`config.mk`:
```
export PLATFORM = sky130hd
export DESIGN_NAME = wake_req_detect
export DESIGN_NICKNAME = d
export VERILOG_FILES = /design/src/rtl/wkd_pkg.sv /design/src/rtl/wkd_sync.sv /design/src/rtl/wkd_regs.sv /design/src/rtl/wkd_chan.sv /design/src/rtl/wake_req_detect.sv
export SDC_FILE = /design/constraint.sdc
export NUM_CORES = 1
export LEC_CHECK = 0
export BUFFER_PORTS_ARGS = -buffer_cell sky130_fd_sc_hd__clkbuf_2
export CAP_MARGIN = 20
export CORE_MARGIN = 5
export CORE_UTILIZATION = 56
export DETAILED_ROUTE_END_ITERATION = 12
export PLACE_DENSITY = 0.83
export SETUP_SLACK_MARGIN = 0.02
export SYNTH_ARGS = -nofsm -noshare
export SYNTH_HDL_FRONTEND = slang
export SYNTH_SLANG_ARGS = --single-unit
```
`constraint.sdc`:
```
create_clock -name clk -period 3.2 [get_ports clk]
set_clock_uncertainty 0.1 [all_clocks]
set_input_delay 0.64 -clock clk [delete_from_list [all_inputs] [get_ports clk]]
set_output_delay 0.64 -clock clk [all_outputs]
set_load 0.005 [all_outputs]
```
`src/rtl/wkd_pkg.sv`:
```
package wkd_pkg;
  localparam int MODE_W   = 3;
  localparam int STAT_W   = 2;
  localparam int REG_W    = 8;
  localparam int EN_BIT   = 0;
  localparam int MODE_LSB = 1;
  localparam int STAT_LSB = 4;

  localparam logic [MODE_W-1:0] MD_LOW  = 3'd0;
  localparam logic [MODE_W-1:0] MD_HIGH = 3'd1;
  localparam logic [MODE_W-1:0] MD_FALL = 3'd2;
  localparam logic [MODE_W-1:0] MD_RISE = 3'd3;
  localparam logic [MODE_W-1:0] MD_BOTH = 3'd4;

  // true for the three latched trigger codes
  function automatic logic is_edge(input logic [MODE_W-1:0] m);
    return (m == MD_FALL) || (m == MD_RISE) || (m == MD_BOTH);
  endfunction

  // does an edge event match the programmed edge kind
  function automatic logic edge_hit(input logic [MODE_W-1:0] m,
                                    input logic r, input logic f);
    case (m)
      MD_FALL: return f;
      MD_RISE: return r;
      MD_BOTH: return r | f;
      default: return 1'b0;
    endcase
  endfunction

  // does the current pin level match the programmed level kind
  function automatic logic level_hit(input logic [MODE_W-1:0] m, input logic s);
    case (m)
      MD_LOW:  return ~s;
      MD_HIGH: return s;
      default: return 1'b0;
    endcase
  endfunction

  // merge newly seen edges into the recorded ones: bit0 rise, bit1 fall
  function automatic logic [STAT_W-1:0] stat_merge(input logic [STAT_W-1:0] old,
                                                   input logic r, input logic f);
    return old | {f, r};
  endfunction
endpackage

```
`src/rtl/wkd_sync.sv`:
```
module wkd_sync #(
  parameter int NCH = 2
) (
  input  logic           clk,
  input  logic           rst_n,
  input  logic [NCH-1:0] pin,
  output logic [NCH-1:0] lvl,
  output logic [NCH-1:0] rise,
  output logic [NCH-1:0] fall
);
  for (genvar c = 0; c < NCH; c++) begin : g_ch
    logic meta_q, sync_q, prev_q;
    always_ff @(posedge clk or negedge rst_n) begin
      if (!rst_n) begin
        meta_q <= 1'b0;
        sync_q <= 1'b0;
        prev_q <= 1'b0;
      end else begin
        meta_q <= pin[c];
        sync_q <= meta_q;
        prev_q <= sync_q;
      end
    end
    assign lvl[c]  = sync_q;
    assign rise[c] = sync_q & ~prev_q;
    assign fall[c] = ~sync_q & prev_q;
  end
endmodule

```
`src/rtl/wkd_regs.sv`:
```
module wkd_regs
  import wkd_pkg::*;
#(
  parameter int NCH    = 2,
  parameter int ADDR_W = 1
) (
  input  logic                         clk,
  input  logic                         rst_n,
  input  logic                         wr_en,
  input  logic [ADDR_W-1:0]            wr_addr,
  input  logic [MODE_LSB+MODE_W-1:0]   wr_low,
  output logic [NCH-1:0]               en,
  output logic [NCH-1:0][MODE_W-1:0]   mode,
  output logic [NCH-1:0]               mode_chg
);
  for (genvar c = 0; c < NCH; c++) begin : g_ch
    logic              hit;
    logic [MODE_W-1:0] new_mode;
    logic              en_q;
    logic [MODE_W-1:0] mode_q;

    assign hit         = wr_en && (wr_addr == ADDR_W'(c));
    assign new_mode    = wr_low[MODE_LSB +: MODE_W];
    assign mode_chg[c] = hit && (new_mode != mode_q);

    always_ff @(posedge clk or negedge rst_n) begin
      if (!rst_n) begin
        en_q   <= 1'b0;
        mode_q <= MD_LOW;
      end else if (hit) begin
        mode_q <= new_mode;
        // a mode-changing write may drop the enable but never raise it
        if (mode_chg[c]) en_q <= en_q & wr_low[EN_BIT];
        else             en_q <= wr_low[EN_BIT];
      end
    end

    assign en[c]   = en_q;
    assign mode[c] = mode_q;
  end
endmodule

```
`src/rtl/wkd_chan.sv`:
```
module wkd_chan
  import wkd_pkg::*;
(
  input  logic              clk,
  input  logic              rst_n,
  input  logic              en,
  input  logic [MODE_W-1:0] mode,
  input  logic              mode_chg,
  input  logic              clr,
  input  logic              lvl,
  input  logic              rise,
  input  logic              fall,
  output logic              req,
  output logic [STAT_W-1:0] stat,
  output logic              edge_ev
);
  logic              pend_q;
  logic [STAT_W-1:0] stat_q;

  assign edge_ev = en && edge_hit(mode, rise, fall);

  always_ff @(posedge clk or negedge rst_n) begin
    if (!rst_n)                                   pend_q <= 1'b0;
    else if (clr || mode_chg || !en || !is_edge(mode)) pend_q <= 1'b0;
    else if (edge_ev)                             pend_q <= 1'b1;
  end

  always_ff @(posedge clk or negedge rst_n) begin
    if (!rst_n)                                   stat_q <= '0;
    else if (clr || mode_chg || mode != MD_BOTH)  stat_q <= '0;
    else if (en)                                  stat_q <= stat_merge(stat_q, rise, fall);
  end

  assign req  = en && (is_edge(mode) ? pend_q : level_hit(mode, lvl));
  assign stat = stat_q;
endmodule

```
`src/rtl/wake_req_detect.sv`:
```
module wake_req_detect
  import wkd_pkg::*;
#(
  parameter int NCH    = 2,
  parameter int ADDR_W = (NCH > 1) ? $clog2(NCH) : 1
) (
  input  logic              clk,
  input  logic              rst_n,
  input  logic [NCH-1:0]    pin_i,
  input  logic              wr_en,
  input  logic [ADDR_W-1:0] wr_addr,
  input  logic [REG_W-1:0]  wr_data,
  input  logic [ADDR_W-1:0] rd_addr,
  output logic [REG_W-1:0]  rd_data,
  input  logic [NCH-1:0]    clr_i,
  output logic [NCH-1:0]    req_o
);
  localparam int LOW_W = MODE_LSB + MODE_W;

  logic [NCH-1:0]             lvl_w, rise_w, fall_w;
  logic [NCH-1:0]             en_w, mode_chg_w, edge_ev_w;
  logic [NCH-1:0][MODE_W-1:0] mode_w;
  logic [NCH-1:0][STAT_W-1:0] stat_w;
  logic                       unused_hi;

  assign unused_hi = ^wr_data[REG_W-1:LOW_W];

  wkd_sync #(.NCH(NCH)) u_sync (
    .clk(clk), .rst_n(rst_n), .pin(pin_i),
    .lvl(lvl_w), .rise(rise_w), .fall(fall_w)
  );

  wkd_regs #(.NCH(NCH), .ADDR_W(ADDR_W)) u_regs (
    .clk(clk), .rst_n(rst_n), .wr_en(wr_en), .wr_addr(wr_addr),
    .wr_low(wr_data[LOW_W-1:0]),
    .en(en_w), .mode(mode_w), .mode_chg(mode_chg_w)
  );

  for (genvar c = 0; c < NCH; c++) begin : g_ch
    wkd_chan u_chan (
      .clk(clk), .rst_n(rst_n),
      .en(en_w[c]), .mode(mode_w[c]), .mode_chg(mode_chg_w[c]),
      .clr(clr_i[c]), .lvl(lvl_w[c]), .rise(rise_w[c]), .fall(fall_w[c]),
      .req(req_o[c]), .stat(stat_w[c]), .edge_ev(edge_ev_w[c])
    );
  end

  always_comb begin
    rd_data = '0;
    for (int i = 0; i < NCH; i++) begin
      if (rd_addr == ADDR_W'(i)) begin
        rd_data[EN_BIT]                 = en_w[i];
        rd_data[MODE_LSB +: MODE_W]     = mode_w[i];
        rd_data[STAT_LSB +: STAT_W]     = stat_w[i];
      end
    end
  end
endmodule

```
; ---- Word-level counts from Yosys, hierarchy flattened
; Cells that the tools add are included.
[totals]
regBits = 20
input_bits = 17
out_inout_bits = 10
[op_classes]
eq_ne = 12
n_mux = 17
n_bitwise = 15
n_reduce_logical = 30
[op_table]
columns = op, n
row1 = "3-bit by 2-bit equality test with 1-bit output, second input constant", 4
row2 = 1-bit logical OR, 12
row3 = 1-bit logical AND, 8
row4 = 1-bit 2-to-1 mux, 8
row5 = 2-bit 2-to-1 mux, 4
row6 = 2-bit nonzero test, 4
row7 = 1-bit bitwise AND, 6
row8 = "3-bit by 1-bit equality test with 1-bit output, second input constant", 2
row9 = "3-bit equality test, second input constant", 2
row10 = 3-bit logical NOT, 2
row11 = 6-bit 2-to-1 mux, 1
row12 = 3-bit inequality test, 2
row13 = "3-bit inequality test, second input constant", 2
row14 = 1-bit one-hot mux with 3 select lines, 2
row15 = 1-bit NOT, 5
row16 = 1-bit logical NOT, 4
row17 = 2-bit OR, 2
row18 = 1-bit one-hot mux with 2 select lines, 2
row19 = 1-bit OR, 2

; ---- Logic depth before layout (Yosys ltp)
[logic_depth]
depth_word = 7
depth_mapped = 6

; ---- Cells and area by module
; Synthesis repeated with hierarchy kept, for this count alone.
[hier_totals]
hier_cells = 105
hier_area_um2 = 1186.1
[modules_own_cells]
columns = module, n_inst, cells_each, area_per_inst_um2, seq_area_each_um2
row1 = wkd_regs, 1, 34, 431.7, 200.2
row2 = wkd_chan at g_ch[1].u_chan, 1, 25, 219.0, 75.1
row3 = wkd_chan at g_ch[0].u_chan, 1, 24, 215.2, 75.1
row4 = wkd_sync, 1, 12, 200.2, 150.1
row5 = wake_req_detect, 1, 10, 120.1, 0.0

; ---- Least setup slack after synthesis
; OpenSTA, ideal clock, no wires.
[synth_timing]
kind = input port to output port
start = in rd_addr
end = out rd_data[0]
arrival_ps = 1226
setup_slack_ps = 1234
path_stages = 2
path_buffers = 1
path_cell_list = clkbuf_1 -> mux2_2
[synth_between]
elab_chain_cells = 1
[synth_lines]
columns = element, line_no
row1 = start: declaration, wake_req_detect.sv:13  ; input logic [ADDR_W-1:0] rd_addr,
row2 = 6-bit 2-to-1 mux, wake_req_detect.sv:51  ; if (rd_addr == ADDR_W'(i)) begin
row3 = end: declaration, wake_req_detect.sv:14  ; output logic [REG_W-1:0] rd_data,
; No other way between the ends.

; ---- Worst setup path in the final report
[layout_timing]
start = reg u_regs.g_ch[0].mode_q[2]
end = out req_o[0]
[layout_between]
elab_chain_cells = 5
elab_cells_between_ends = 10
cone_classes = eq/ne (4) / mux (2) / reduce/logical (4)
[layout_lines]
columns = element, line_no
row1 = start: declaration, wkd_regs.sv:20  ; logic [MODE_W-1:0] mode_q;
row2 = start signal: assignment, wkd_regs.sv:31  ; mode_q <= new_mode;
row3 = branches (longest 3 deep; another with 3-bit by 1-bit equality test with 1-bit output), n/a
row4 = 1-bit 2-to-1 mux *, wkd_chan.sv:34  ; assign req = en && (is_edge(mode) ? pend_q : level_hit(mode, lvl));
row5 = 1-bit logical AND *, wkd_chan.sv:34
row6 = end: declaration, wake_req_detect.sv:16  ; output logic [NCH-1:0] req_o
; Every way passes the cells marked *.

==> out/metrics.csv <==
metric;value;unit
worst-skew pair later-pin latency;300;ps
Sequential Power Share;49.9;%
initial antenna violation count;0;
Mean Syn Cell Area;10.51;um^2
number of vias per cell;5.413;
Ant. Diodes;0;
first-pass GRT wire length;3795;um
Synth Warn #;0;
Placeable Area;1962;um^2
1st-iter DRT viols;13;
fmax;0.4393;GHz
Crit Path Max Fanout;11;
Layout area overhead;9.935;%
most frequent cells in the layout;dfrtp_1, clkbuf_2, mux2_2;
NetSw;176.4;uW
Die Span Y;55.24;um
Async SR Flop Fraction;100.0;%
status;finished clean;
Total Negative Setup Slacks;0;ps
worst setup path class;reg2out;
area of the multi-input gates;546.8;um^2
max incr delay on CP;550;ps
H-tree levels;1;
global route overflow;0;
initial cell density of the core;58.42;%
gp weighted congestion;0.7611;
hold buffers post-CTS;0;
cts bufs inserted;3;
Detail Route Antenna Nets;0;
worst-case clock buffer depth;2;
Post-Syn Instances;109;
fin cells;150;
Die W;55.24;um
total power;637.9;uW
Final Util;64.22;%
placed cells;146;
Critical Path Slowest Stage Cell;dfrtp_1;
largest net degree at the start of global routing;21;
Via Count;812;
switch share;27.66;%
fin crit share;71.13;%
clk root buf;clkbuf_4;
Crit path depth;5;
Net count, final;145;
RR Startpoint;u_sync.g_ch[1].sync_q;
RSZ-0062 raised after global routing;false;
vias in the first global route;829;
register area share after synthesis;43.67;%
Initial DRT Pass Iterations;4;
Final min period;2276;ps
max-cap viol count;0;
IO buf count;20;
Total Routing Usage GR;15.35;%
Post-DP HPWL;1713;um
number of synthesized flops with an enable pin;0;
VDD IR-drop max;0.3642;mV
flops & latches, synth;20;
Hold Path Class;in2async;
Comb pwr share;18.1;%
Reg2Reg Depth;6;
clock slew at reported path FFs;110;ps
crit-path cells;nor2_1, a21oi_1, nor2_1, o311a_1, clkbuf_2;
pwr dens;506.3;nW/um^2
clock sink total;20;
Final Setup Violations;0;
post-CTS setup buffer count;0;
post-synthesis instance area;1146;um^2
Fillers;161;
critical path data required time;2460;ps
Leak;0.0005946;uW
reg2reg setup slack;1690;ps
Startpoint Class;register;
worst setup path start;u_regs.g_ch[0].mode_q[2];
final hold violation count;0;
post-synth cell types;32;
CTS tree;yes;
wire per inst;14.58;um
Cell Int Power;461.4;uW
cell family with most CP delay;flip-flops;
CP Buf/Inv Count;1;
layout cells sized above 1;30.89;%
Rows;16;
most used cell, CP;nor2_1;
Remaining DRCs;0;
post-CTS sizing;0;
Critical Path Sink Type;primary output;
boundary pin count;27;
main flop type after synthesis;dfrtp_1;
overall routed net length;2187;um
clock power share;32.0;%
full die area;3051;um^2
FF-to-FF End;g_ch[1].u_chan.pend_q;
Arrival @ worst endpoint;1540;ps
FF+latch area;500.5;um^2
Slew Limit Fails;0;
## worst reg2reg max path: stages (launching register included)
cell     delay (ps)
dfrtp_1         420
inv_1            60
ha_1            190
and3b_1         180
a31oi_1         150
o32ai_1         110
and4b_1         200
## final cells by class
class                   count  share of cell area [%]
multi-input cells          72                   43.40
flip-flops and latches     20                   39.72
repair buffers             20                   7.944
well taps                  27                   2.681
clock inverters             1                   2.383
inverters                   7                   2.085
clock buffers               3                   1.787
## flip-flops by register name (all words and copies together) (netlist names)
signal / count
u_sync.g_ch.prev_q: 2
u_regs.g_ch.mode_q: 6
u_sync.g_ch.meta_q: 2
u_sync.g_ch.sync_q: 2
g_ch.u_chan.pend_q: 2
u_regs.g_ch.en_q: 2
g_ch.u_chan.stat: 4
## cell families after synthesis
logic type      count (synthesis)  synth area share, %
buf+inv                        18                8.951
other cells                     1               0.3272
flops                          20                43.67
xor+xnor                        7                6.005
fa+ha+maj                       4                4.367
simple gates                   29                14.63
compound gates                 19                11.25
mux                            11                10.81
## worst max-delay path by stage
stage | to | slack [ps]
2_1_floorplan | rd_data[0] | 1230
3_3_place_gp | rd_data[5] | 1210
3_5_place_dp | rd_data[4] | 1180
4_1_cts | req_o[0] | 920
5_1_grt | req_o[0] | 800
6_report | req_o[0] | 920
## power groups by stage
| stage | sequential (uW) | clock, uW | combinational (uW) |
|---|---|---|---|
| after floorplan | 294 | 0 | 111 |
| after global routing | 323 | 224 | 131 |
| final | 318 | 204 | 115 |
| after CTS | 317 | 208 | 117 |
| after detailed placement | 322 | 0 | 117 |
| after global placement | 319 | 0 | 110 |
## routing by layer
layer	GRT usage [%]	up-vias	part of all wire [%]
li1	-	404	-
met1	18.99	389	42
met2	27.03	17	52
met3	3.030	2	4.3
met4	4.167	0	0.73
met5	0	-	0
## through the flow
step,hold WS [ps],cell area [um^2],setup slack (ps)
2_1_floorplan,231.2,1150,1234
3_3_place_gp,231.8,1207,1209
3_5_place_dp,235.5,1207,1181
4_1_cts,184.1,1260,917.2
5_1_grt,198.3,1260,803.1
6_report,161.8,1260,923.9
## cell usage after synthesis, drive strengths merged, types with 3 or more instances
master,n,share of area [%]
dfrtp,20,44
nand2b,3,1.6
xor2,7,6.0
nor3,5,2.2
inv,7,2.3
o21ai,4,1.7
ha,4,4.4
nand2,4,1.3
mux2,11,11
nor2,7,2.3
buf,9,5.9
a21oi,7,3.1
No activity file was read; power rests on OpenSTA's default activity.
